**src/rtl/i2s_tx_pkg.sv**
```systemverilog
package i2s_tx_pkg;

   typedef enum logic {
      ALIGN_MSB_AT_EDGE = 1'b0,
      ALIGN_MSB_DELAYED = 1'b1
   } align_e;

   // Single-cycle strobes decoded from the frame counter
   typedef struct packed {
      logic bit_fall;     // bit clock falls at the coming edge
      logic slot_start;   // first bit period of a slot starts
      logic frame_start;  // first bit period of the left slot starts
      logic frame_last;   // last system cycle of the frame
      logic right_slot;   // current slot is the right channel
   } tick_t;

   function automatic int lead_bits(input align_e a);
      return (a == ALIGN_MSB_DELAYED) ? 1 : 0;
   endfunction

endpackage

```
**src/rtl/i2s_tx_clkgen.sv**
```systemverilog
module i2s_tx_clkgen
   import i2s_tx_pkg::*;
#(
   parameter int HALF_CYCLES = 25,
   parameter int SLOT_BITS   = 32
)(
   input  logic  clk,
   input  logic  rst,
   output tick_t tick,
   output logic  bit_clk,
   output logic  word_sel
);
   localparam int HALVES = 4 * SLOT_BITS;
   localparam int HC_W   = (HALF_CYCLES > 1) ? $clog2(HALF_CYCLES) : 1;
   localparam int HI_W   = $clog2(HALVES);
   localparam logic [HC_W-1:0] HC_LAST  = HC_W'(HALF_CYCLES - 1);
   localparam logic [HI_W-1:0] HI_LAST  = HI_W'(HALVES - 1);
   localparam logic [HI_W-1:0] HI_RIGHT = HI_W'(2 * SLOT_BITS);

   logic [HC_W-1:0] hc_q;   // system cycle inside a bit-clock half
   logic [HI_W-1:0] hi_q;   // half index inside the frame
   logic            bclk_q;
   logic            ws_q;
   logic            hc_wrap;
   logic            hc_zero;

   assign hc_wrap = (hc_q == HC_LAST);
   assign hc_zero = (hc_q == '0);

   always_ff @(posedge clk) begin
      if (rst) begin
         hc_q   <= '0;
         hi_q   <= '0;
         bclk_q <= 1'b0;
         ws_q   <= 1'b0;
      end else begin
         hc_q <= hc_wrap ? '0 : hc_q + 1'b1;
         if (hc_wrap)
            hi_q <= (hi_q == HI_LAST) ? '0 : hi_q + 1'b1;
         bclk_q <= hi_q[0];
         ws_q   <= (hi_q >= HI_RIGHT);
      end
   end

   always_comb begin
      tick.bit_fall    = hc_zero && !hi_q[0];
      tick.slot_start  = hc_zero && ((hi_q == '0) || (hi_q == HI_RIGHT));
      tick.frame_start = hc_zero && (hi_q == '0);
      tick.frame_last  = hc_wrap && (hi_q == HI_LAST);
      tick.right_slot  = (hi_q >= HI_RIGHT);
   end

   assign bit_clk  = bclk_q;
   assign word_sel = ws_q;

   // the bit clock holds its level except where a half period begins
   a_r2_half_hold: assert property (@(posedge clk) disable iff (rst)
      !hc_zero |=> $stable(bclk_q));

endmodule

```
**src/rtl/i2s_tx_mclk.sv**
```systemverilog
module i2s_tx_mclk #(
   parameter int FRAME_CYCLES = 3200,
   parameter int MCLK_RATIO   = 256
)(
   input  logic clk,
   input  logic rst,
   input  logic frame_last,
   output logic mst_clk
);
   localparam int EDGES = 2 * MCLK_RATIO;
   localparam int TC_W  = $clog2(EDGES + 1);

   logic tog;
   logic mclk_q;

   generate
      if (FRAME_CYCLES % EDGES == 0) begin : g_div
         localparam int Q  = FRAME_CYCLES / EDGES;
         localparam int DW = (Q > 1) ? $clog2(Q) : 1;
         localparam logic [DW-1:0] D_LAST = DW'(Q - 1);
         logic [DW-1:0] div_q;
         assign tog = (div_q == D_LAST);
         always_ff @(posedge clk) begin
            if (rst) div_q <= '0;
            else     div_q <= tog ? '0 : div_q + 1'b1;
         end
      end else begin : g_acc
         localparam int AW = $clog2(FRAME_CYCLES + EDGES) + 1;
         localparam logic [AW-1:0] STEP = AW'(EDGES);
         localparam logic [AW-1:0] LIM  = AW'(FRAME_CYCLES);
         logic [AW-1:0] acc_q;
         logic [AW-1:0] sum;
         assign sum = acc_q + STEP;
         assign tog = (sum >= LIM);
         always_ff @(posedge clk) begin
            if (rst) acc_q <= '0;
            else     acc_q <= tog ? sum - LIM : sum;
         end
      end
   endgenerate

   always_ff @(posedge clk) begin
      if (rst) mclk_q <= 1'b0;
      else     mclk_q <= mclk_q ^ tog;
   end

   assign mst_clk = mclk_q;

   // Edge tally per frame, used only by the check below
   logic [TC_W-1:0] tcnt_q;
   logic [TC_W-1:0] tcnt_next;
   assign tcnt_next = tcnt_q + TC_W'(tog);
   always_ff @(posedge clk) begin
      if (rst)             tcnt_q <= '0;
      else if (frame_last) tcnt_q <= '0;
      else                 tcnt_q <= tcnt_next;
   end

   // exactly 2*MCLK_RATIO master-clock edges in every frame
   a_r6_edges_per_frame: assert property (@(posedge clk) disable iff (rst)
      frame_last |-> (tcnt_next == TC_W'(EDGES)));

endmodule

```
**src/rtl/i2s_tx_hold.sv**
```systemverilog
module i2s_tx_hold #(
   parameter int SAMPLE_W = 24
)(
   input  logic                clk,
   input  logic                rst,
   input  logic                frame_start,
   input  logic                smp_valid,
   input  logic [SAMPLE_W-1:0] smp_left,
   input  logic [SAMPLE_W-1:0] smp_right,
   output logic                smp_ready,
   output logic [SAMPLE_W-1:0] left_word,
   output logic [SAMPLE_W-1:0] right_word
);
   logic [SAMPLE_W-1:0] hold_l_q;
   logic [SAMPLE_W-1:0] hold_r_q;
   logic                accept;

   assign smp_ready = frame_start && !rst;
   assign accept    = smp_ready && smp_valid;

   always_ff @(posedge clk) begin
      if (rst) begin
         hold_l_q <= '0;
         hold_r_q <= '0;
      end else if (accept) begin
         hold_l_q <= smp_left;
         hold_r_q <= smp_right;
      end
   end

   // The left slot loads in the accept cycle itself; the right one later
   assign left_word  = accept ? smp_left : hold_l_q;
   assign right_word = hold_r_q;

   // ready is a single-cycle strobe
   a_r7_ready_single: assert property (@(posedge clk) disable iff (rst)
      smp_ready |=> !smp_ready);

   // without an accept the stored pair is kept
   a_r8_pair_kept: assert property (@(posedge clk) disable iff (rst)
      !accept |=> ($stable(hold_l_q) && $stable(hold_r_q)));

endmodule

```
**src/rtl/i2s_tx_shifter.sv**
```systemverilog
module i2s_tx_shifter #(
   parameter int SAMPLE_W  = 24,
   parameter int SLOT_BITS = 32,
   parameter int LEAD      = 0
)(
   input  logic                clk,
   input  logic                rst,
   input  logic                bit_fall,
   input  logic                slot_start,
   input  logic                right_slot,
   input  logic [SAMPLE_W-1:0] left_word,
   input  logic [SAMPLE_W-1:0] right_word,
   output logic                ser_data
);
   localparam int PAD = SLOT_BITS - SAMPLE_W - LEAD;

   logic [SLOT_BITS-1:0] sr_q;
   logic [SLOT_BITS-1:0] load_v;
   logic [SAMPLE_W-1:0]  word;

   assign word = right_slot ? right_word : left_word;

   generate
      if (LEAD > 0) begin : g_lead
         assign load_v = {{LEAD{1'b0}}, word, {PAD{1'b0}}};
      end else if (PAD > 0) begin : g_pad
         assign load_v = {word, {PAD{1'b0}}};
      end else begin : g_full
         assign load_v = word;
      end
   endgenerate

   always_ff @(posedge clk) begin
      if (rst)             sr_q <= '0;
      else if (slot_start) sr_q <= load_v;
      else if (bit_fall)   sr_q <= {sr_q[SLOT_BITS-2:0], 1'b0};
   end

   assign ser_data = sr_q[SLOT_BITS-1];

   // serial data moves only at bit-clock falling edges
   a_r4_data_on_fall: assert property (@(posedge clk) disable iff (rst)
      !bit_fall |=> $stable(sr_q[SLOT_BITS-1]));

endmodule

```
**src/rtl/i2s_tx.sv**
```systemverilog
module i2s_tx
   import i2s_tx_pkg::*;
#(
   parameter int     HALF_CYCLES = 25,
   parameter int     SLOT_BITS   = 32,
   parameter int     SAMPLE_W    = 24,
   parameter int     MCLK_RATIO  = 256,
   parameter align_e ALIGN       = ALIGN_MSB_AT_EDGE
)(
   input  logic                clk,
   input  logic                rst,
   input  logic                smp_valid,
   output logic                smp_ready,
   input  logic [SAMPLE_W-1:0] smp_left,
   input  logic [SAMPLE_W-1:0] smp_right,
   output logic                mst_clk,
   output logic                bit_clk,
   output logic                word_sel,
   output logic                ser_data
);
   localparam int LEAD         = lead_bits(ALIGN);
   localparam int FRAME_CYCLES = 4 * SLOT_BITS * HALF_CYCLES;

   generate
      if (HALF_CYCLES < 1) begin : g_bad_half
         $error("HALF_CYCLES must be at least 1");
      end
      if (SLOT_BITS < 2) begin : g_bad_slot
         $error("SLOT_BITS must be at least 2");
      end
      if (SAMPLE_W < 1 || SAMPLE_W + LEAD > SLOT_BITS) begin : g_bad_width
         $error("SAMPLE_W plus alignment delay must fit in a slot");
      end
      if (MCLK_RATIO != 256 && MCLK_RATIO != 384) begin : g_bad_ratio
         $error("MCLK_RATIO must be 256 or 384");
      end
      if (2 * MCLK_RATIO > FRAME_CYCLES) begin : g_bad_mclk
         $error("frame too short for the master clock ratio");
      end
   endgenerate

   tick_t               tick;
   logic [SAMPLE_W-1:0] left_word;
   logic [SAMPLE_W-1:0] right_word;

   i2s_tx_clkgen #(
      .HALF_CYCLES (HALF_CYCLES),
      .SLOT_BITS   (SLOT_BITS)
   ) u_clkgen (
      .clk      (clk),
      .rst      (rst),
      .tick     (tick),
      .bit_clk  (bit_clk),
      .word_sel (word_sel)
   );

   i2s_tx_mclk #(
      .FRAME_CYCLES (FRAME_CYCLES),
      .MCLK_RATIO   (MCLK_RATIO)
   ) u_mclk (
      .clk        (clk),
      .rst        (rst),
      .frame_last (tick.frame_last),
      .mst_clk    (mst_clk)
   );

   i2s_tx_hold #(
      .SAMPLE_W (SAMPLE_W)
   ) u_hold (
      .clk         (clk),
      .rst         (rst),
      .frame_start (tick.frame_start),
      .smp_valid   (smp_valid),
      .smp_left    (smp_left),
      .smp_right   (smp_right),
      .smp_ready   (smp_ready),
      .left_word   (left_word),
      .right_word  (right_word)
   );

   i2s_tx_shifter #(
      .SAMPLE_W  (SAMPLE_W),
      .SLOT_BITS (SLOT_BITS),
      .LEAD      (LEAD)
   ) u_shift (
      .clk        (clk),
      .rst        (rst),
      .bit_fall   (tick.bit_fall),
      .slot_start (tick.slot_start),
      .right_slot (tick.right_slot),
      .left_word  (left_word),
      .right_word (right_word),
      .ser_data   (ser_data)
   );

   // word select changes only together with a falling bit clock
   a_r3_ws_on_fall: assert property (@(posedge clk) disable iff (rst)
      !$stable(word_sel) |-> $fell(bit_clk));

endmodule

```
**config.mk**
```make
export PLATFORM = sky130hd
export DESIGN_NAME = i2s_tx
export DESIGN_NICKNAME = d
export VERILOG_FILES = /design/src/rtl/i2s_tx_pkg.sv /design/src/rtl/i2s_tx_clkgen.sv /design/src/rtl/i2s_tx_mclk.sv /design/src/rtl/i2s_tx_hold.sv /design/src/rtl/i2s_tx_shifter.sv /design/src/rtl/i2s_tx.sv
export SDC_FILE = /design/constraint.sdc
export NUM_CORES = 1
export LEC_CHECK = 0
export BUFFER_PORTS_ARGS = -buffer_cell sky130_fd_sc_hd__buf_4
export CAP_MARGIN = 20
export CORE_ASPECT_RATIO = 1.25
export CORE_MARGIN = 4
export CORE_UTILIZATION = 51
export CTS_CLUSTER_DIAMETER = 80
export CTS_CLUSTER_SIZE = 12
export DETAILED_ROUTE_END_ITERATION = 16
export PLACE_DENSITY = 0.72
export SKIP_CTS_REPAIR_TIMING = 1
export SLEW_MARGIN = 20
export SYNTH_ARGS = -nofsm -noshare
export SYNTH_HDL_FRONTEND = slang
export SYNTH_SLANG_ARGS = --single-unit
```
**constraint.sdc**
```tcl
create_clock -name clk -period 3.11 [get_ports clk]
set_input_delay 0.311 -clock clk [delete_from_list [all_inputs] [get_ports clk]]
set_output_delay 0.311 -clock clk [all_outputs]
set_load 0.03 [all_outputs]
```
==> results of run 1 <==
routing by layer:
metal / track usage, % / share of wire [%] / vias up
met4: 7.55 / 1.6 / 0
met2: 30.0 / 48 / 64
met5: 0 / 0 / -
met1: 24.1 / 47 / 1526
li1: - / - / 1678
met3: 3.00 / 4.0 / 15
how the worst max path moves through the flow:
stage	slack (ns)	to	cells past startpoint
after detailed placement	0.68	smp_ready	6
after floorplan	0.72	smp_ready	8
after global placement	0.73	smp_ready	6
final	0.31	smp_ready	6
after CTS	0.26	smp_ready	6
after global routing	0.05	smp_ready	6
cell type report:
class	count	area, sq um
multi-input combinational	323	2150
inverter	11	41.3
timing repair buffer	66	495
sequential	93	1860
clock buffer	9	124
tap	95	119
fill	700	3050
clock inverter	7	81.3
stage by stage:
step | instance area (sq um) | power [mW] | hold WS (ns) | worst slack, ns
final | 4870 | 2.72 | 0.188 | 0.312
after global routing | 4870 | 2.86 | 0.174 | 0.0537
after CTS | 4870 | 2.74 | 0.175 | 0.262
after detailed placement | 4670 | 1.91 | 0.445 | 0.679
after global placement | 4670 | 1.90 | 0.442 | 0.729
after floorplan | 4210 | 1.77 | 0.430 | 0.716
sequential cells by signal, indices dropped and copies added (netlist names):
name and cells:
u_mclk.mst_clk 1, u_hold.right_word 24, u_clkgen.word_sel 1, u_mclk.g_acc.acc_q 6, u_clkgen.hi_q 7, u_hold.hold_l_q 24
u_clkgen.bit_clk 1, u_shift.sr_q 24, u_clkgen.hc_q 5
cell families (layout without fill, tap and decap cells):
group,after synthesis,count (layout)
AOI/OAI and AO/OA,153,153
buffers and inverters,46,93
muxes,25,25
DFF,93,93
adders and majority gates,9,9
xor gates and xnor gates,14,14
and+or+nand+nor,122,122
cell usage in the layout, fill, tap and decap left out, types with 2 or more instances in the layout:
master	netlist	final
a211oi_1	2	2
a21oi_1	28	28
a31oi_1	23	23
and3_1	2	2
buf_4	3	66
clkbuf_8	0	9
clkinvlp_4	0	3
dfxtp_1	93	93
ha_1	9	9
inv_1	10	10
inv_6	0	2
mux2_4	23	23
nand2_1	54	54
nand3_1	4	4
nand4_1	2	2
nor2_1	24	23
nor2b_1	25	25
nor3b_1	3	3
o21ai_0	23	23
o21ai_1	25	25
o21bai_1	47	47
xnor2_1	7	7
xor2_1	7	7
critical path: cells and delay by family (launching register included):
kind                     cells  cell delay, ns
adder cells (fa/ha/maj)      1            0.16
buffers and inverters        2            0.27
flip-flops                   1            0.34
AND/OR/NAND/NOR              3            1.35
power groups by stage:
stage               registers [mW]  logic, mW  clock network, mW
finish                        1.35      0.533              0.831
global route                  1.36      0.597              0.897
CTS                           1.35      0.539              0.852
detailed placement            1.38      0.535                  0
global placement              1.37      0.523                  0
floorplan                     1.37      0.391                  0
==> impl_metrics.csv, run 1 <==
group,metric,value,unit
outcome,outcome,"finished clean",
placement,io_buffers,55,
worst_setup_path,cp_slowest_stage_delay,0.56,ns
global_routing,grt_max_degree,91,
die,die-area,9770,sq um
synth,synth_common_cells,"dfxtp_1 (93), nand2_1 (54), o21bai_1 (47), a21oi_1 (28)",
finish,nets,564,
worst_setup_path,reg2reg_to,"u_shift.sr_q[21]",
finish,syn_to_final_growth,15.9,%
synth,synth_xor_area_share,2.91,%
power_and_ir_drop,pwr-share-comb,19.6,%
clock_network,clock-sinks,93,
routing,firstDrtPassIters,4,
power_and_ir_drop,power_density,557,nW/um^2
clock_network,root_buffer,"clkbuf_8",
synth,synth-simple-area-share,14.3,%
placement,dp_hpwl,5.73,mm
global_routing,overflow,0,
worst_setup_path,crit_chain,"inv_1, ha_1, nor4b_4, and3_1, nor3b_1, buf_4",
worst_setup_path,crit_slowest_cell,"nor4b_4",
synth,syn_avg_cell_area,9.11,sq um
routing,vias_per_cell,5.44,
die,die_w,89.2,um
hold_path,hold_depth,3,
synth,synth_largest_area_cell,"dfxtp_1",
placement,dp_cells,588,
timing,fin_crit_sh,90.0,%
synth,dominantRegCellSynth,"dfxtp_1",
routing,drc,0,
clock_network,cts.clk_slew.worst_paths,0.10,ns
worst_setup_path,rr_worst_depth,8,
worst_setup_path,r2r_slack,0.71,ns
worst_setup_path,endpoint_kind,"output port",
global_routing,antenna_found_initial,0,
synth,synth_top_area_share,44.3,%
power_and_ir_drop,cellLeakagePower,2.08,nW
power_and_ir_drop,internal_power,1.94,mW
timing,final-max-slew-violation-count,0,
synth,postSynthCellCount,462,
synth,synth_edf_count,0,
synth,synthMuxAreaShare,8.72,%
global_routing,grt_pass1_wl,14.3,mm
synth,yosys_warnings,0,
power_and_ir_drop,switching_share,28.5,%
clock_network,h-tree-depth,3,
synth,synth_area_leaders,"dfxtp_1 (44%), o21bai_1 (8.4%), mux2_4 (8.2%)",
power_and_ir_drop,ir_worst_vdd,0.439,mV
die,row_count,36,
timing,maxSlewHeadroom,43.0,%
timing,setup_viol,0,
die,top_level_ports,56,
worst_setup_path,crit_fanout,11,
worst_setup_path,critical_path_class,"reg2out",
synth,yosysMostFrequentCell,"dfxtp_1",
clock_network,clockBufferDepth,2,
power_and_ir_drop,p_clk_share,30.6,%
synth,synth_fp_nets,522,
clock_network,insertion_delay,0.37,ns
routing,initialDrtViolationCount,169,
timing,setup-tns-final,0,ns
hold_path,worstHoldStart,"smp_right[12]",
synth,ys_seq_area_share,44.3,%
worst_setup_path,cp.required,2.80,ns
worst_setup_path,cp-start-kind,"register",
routing,num_vias,3283,
synth,yosys_register_bits,93,
hold_path,hold_path_end,"u_hold.right_word[12]",
timing,hold_viol_final,0,
synth,synthDistinctLibCells,40,
die,start_util,53.1,%
finish,final_core_util,61.5,%
timing,rsz0062_at_grt,"no",
timing,fmax,0.357,GHz
finish,layout-drive-gt1-share,21.8,%
routing,wl_per_cell,14.3,um
synth,synth_compound_area_share,22.3,%
worst_setup_path,worstPathArrival,2.49,ns
timing,worstMarginPinSlew,0.856,ns
power_and_ir_drop,p_seq_share,49.8,%
synth,synth_area,4210,sq um
power_and_ir_drop,power.switching,0.774,mW
synth,synthArstFlopShare,0,%
placement,globalplace.congestion,0.763,
worst_setup_path,crit_path_start,"u_clkgen.hc_q[0]",
routing,routed_wl,8.64,mm
finish,stdcell_count,604,
die,core,7930,sq um
global_routing,grt_use_total,18.4,%
timing,fin_skew,0.0163,ns
worst_setup_path,r2r-start,"u_clkgen.hc_q[0]",
timing,period_needed,2.80,ns
finish,insertedDiodeCount,0,
hold_path,worstHoldPathType,"in2reg",
die,die_y,110,um
synth,synth_adder_area_share,2.68,%
global_routing,first_global_vias,3079,
clock_network,cts_buffers,9,
synth,synth_top_family_by_area,"compound AO/OA/AOI/OAI gates",
routing,drtAntennaViolNets,0,
run,cap_violations,0,
clock_network,cts_tree,"built",
Note: power is estimated with default switching activity, not from simulation.
==> run 2, diff against run 1 <==
- CORE_ASPECT_RATIO: 1.25 -> 0.6
- TNS_END_PERCENT: unset -> 1
==> impl_metrics.csv, run 2 (synthesis gave the netlist of run 1 again) <==
group,metric,value,unit
routing,routed_wl,9.36,mm
timing,period_needed,2.59,ns
outcome,outcome,"finished clean",
hold_path,worstHoldPathType,"in2reg",
global_routing,overflow,0,
finish,layout_common_cells,"dfxtp_1 (93), buf_4 (67), nand2_1 (54)",
finish,nets,565,
routing,firstDrtPassIters,4,
power_and_ir_drop,power_density,585,nW/um^2
die,die-area,9810,sq um
die,row_count,25,
finish,regArea,1860,sq um
die,start_util,52.9,%
finish,design_area,4960,sq um
finish,layout-drive-gt1-share,21.0,%
placement,globalplace.congestion,0.793,
power_and_ir_drop,power,2.91,mW
clock_network,cts_buffers,9,
routing,drtAntennaViolNets,0,
worst_setup_path,crit_fanout,16,
routing,initialDrtViolationCount,255,
hold_path,hold_path_end,"u_hold.right_word[21]",
clock_network,cts.clk_slew.worst_paths,0.06,ns
clock_network,cts_tree,"built",
worst_setup_path,endpoint_kind,"output port",
die,die_w,125,um
clock_network,root_buffer,"clkbuf_16",
worst_setup_path,critical_path_class,"reg2out",
finish,multi_input_area,2150,sq um
routing,num_vias,3291,
worst_setup_path,cp-start-kind,"register",
global_routing,antenna_found_initial,0,
timing,fin_skew,0.00301,ns
timing,maxSlewHeadroom,43.4,%
timing,final-max-slew-violation-count,0,
worst_setup_path,r2r-start,"u_clkgen.hi_q[2]",
worst_setup_path,cp.required,2.80,ns
run,cap_violations,0,
worst_setup_path,crit_chain,"inv_1, ha_1, nor4b_4, buf_4, and3_1, nor3b_1, buf_4",
global_routing,grt_max_degree,91,
global_routing,grt_use_total,19.6,%
hold_path,worstHoldStart,"smp_right[21]",
finish,insertedDiodeCount,0,
placement,io_buffers,55,
worst_setup_path,cp_slowest_stage_delay,0.42,ns
timing,hold_viol_final,0,
global_routing,first_global_vias,3105,
worst_setup_path,crit_path_start,"u_clkgen.hc_q[0]",
routing,wl_per_cell,15.1,um
timing,fmax,0.386,GHz
worst_setup_path,crit_family,"simple AND/OR/NAND/NOR gates",
finish,final_core_util,62.5,%
die,core,7950,sq um
timing,worstMarginPinSlew,0.849,ns
hold_path,hold_depth,3,
finish,fill_cells,713,
worst_setup_path,crit_slowest_cell,"and3_1",
timing,rsz0062_at_grt,"no",
power_and_ir_drop,ir_worst_vdd,0.477,mV
placement,dpl-instance-area,4690,sq um
placement,dp_hpwl,6.37,mm
routing,vias_per_cell,5.33,
global_routing,grt_pass1_wl,15.4,mm
finish,final_common_cell,"dfxtp_1",
worst_setup_path,reg2reg_to,"u_shift.sr_q[14]",
timing,setup_viol,0,
routing,drc,0,
clock_network,h-tree-depth,3,
worst_setup_path,worstPathArrival,2.28,ns
worst_setup_path,r2r_slack,0.84,ns
worst_setup_path,rr_worst_depth,7,
power_and_ir_drop,cellLeakagePower,2.13,nW
worst_setup_path,crit_path_frequent_cell,"buf_4",
clock_network,clock-sinks,93,
finish,syn_to_final_growth,18.0,%
timing,holdWs,0.219,ns
clock_network,insertion_delay,0.34,ns
die,top_level_ports,56,
die,die_y,78.4,um
clock_network,clockBufferDepth,2,
timing,setup-tns-final,0,ns
worst_setup_path,cp.depth,7,
timing,fin_crit_sh,83.4,%
worst_setup_path,cp.buffers_inverters,3,
==> run 2: worst max path at each step <==
stage,end,slack [ns]
3_5_place_dp,u_shift.sr_q[18],0.86
6_report,smp_ready,0.52
3_3_place_gp,smp_ready,0.97
4_1_cts,smp_ready,0.50
2_1_floorplan,smp_ready,0.72
5_1_grt,smp_ready,0.29
==> run 2: tightest hold or removal path, cell delays in order <==
cell,delay [ns]
buf_4,0.11
nand2_1,0.05
a21oi_1,0.05
==> run 2: power by group <==
part | internal [mW] | switching, mW
registers | 1.29 | 0.0662
logic | 0.271 | 0.269
clock network | 0.585 | 0.423
==> run 2: cell type report <==
type	count	area share (%)
multi-input combinational	323	43.3
tap	108	2.72
timing repair buffer	67	10.1
inverter	11	0.832
clock buffer	15	5.39
sequential	93	37.5
clock inverter	1	0.101
==> run 2: metal layers <==
layer | global-route usage [%] | vias to the layer above | wire (um)
met5 | 0 | - | 0
met3 | 6.25 | 12 | 464
met1 | 27.8 | 1545 | 4670
li1 | - | 1671 | -
met4 | 6.06 | 0 | 107
met2 | 28.5 | 63 | 4120
==> run 2: stage by stage <==
step                      setup slack (ns)  cells
after global placement               0.967    602
after global routing                 0.285    618
after detailed placement             0.859    602
final                                0.516    618
after CTS                            0.500    618
after floorplan                      0.716    462
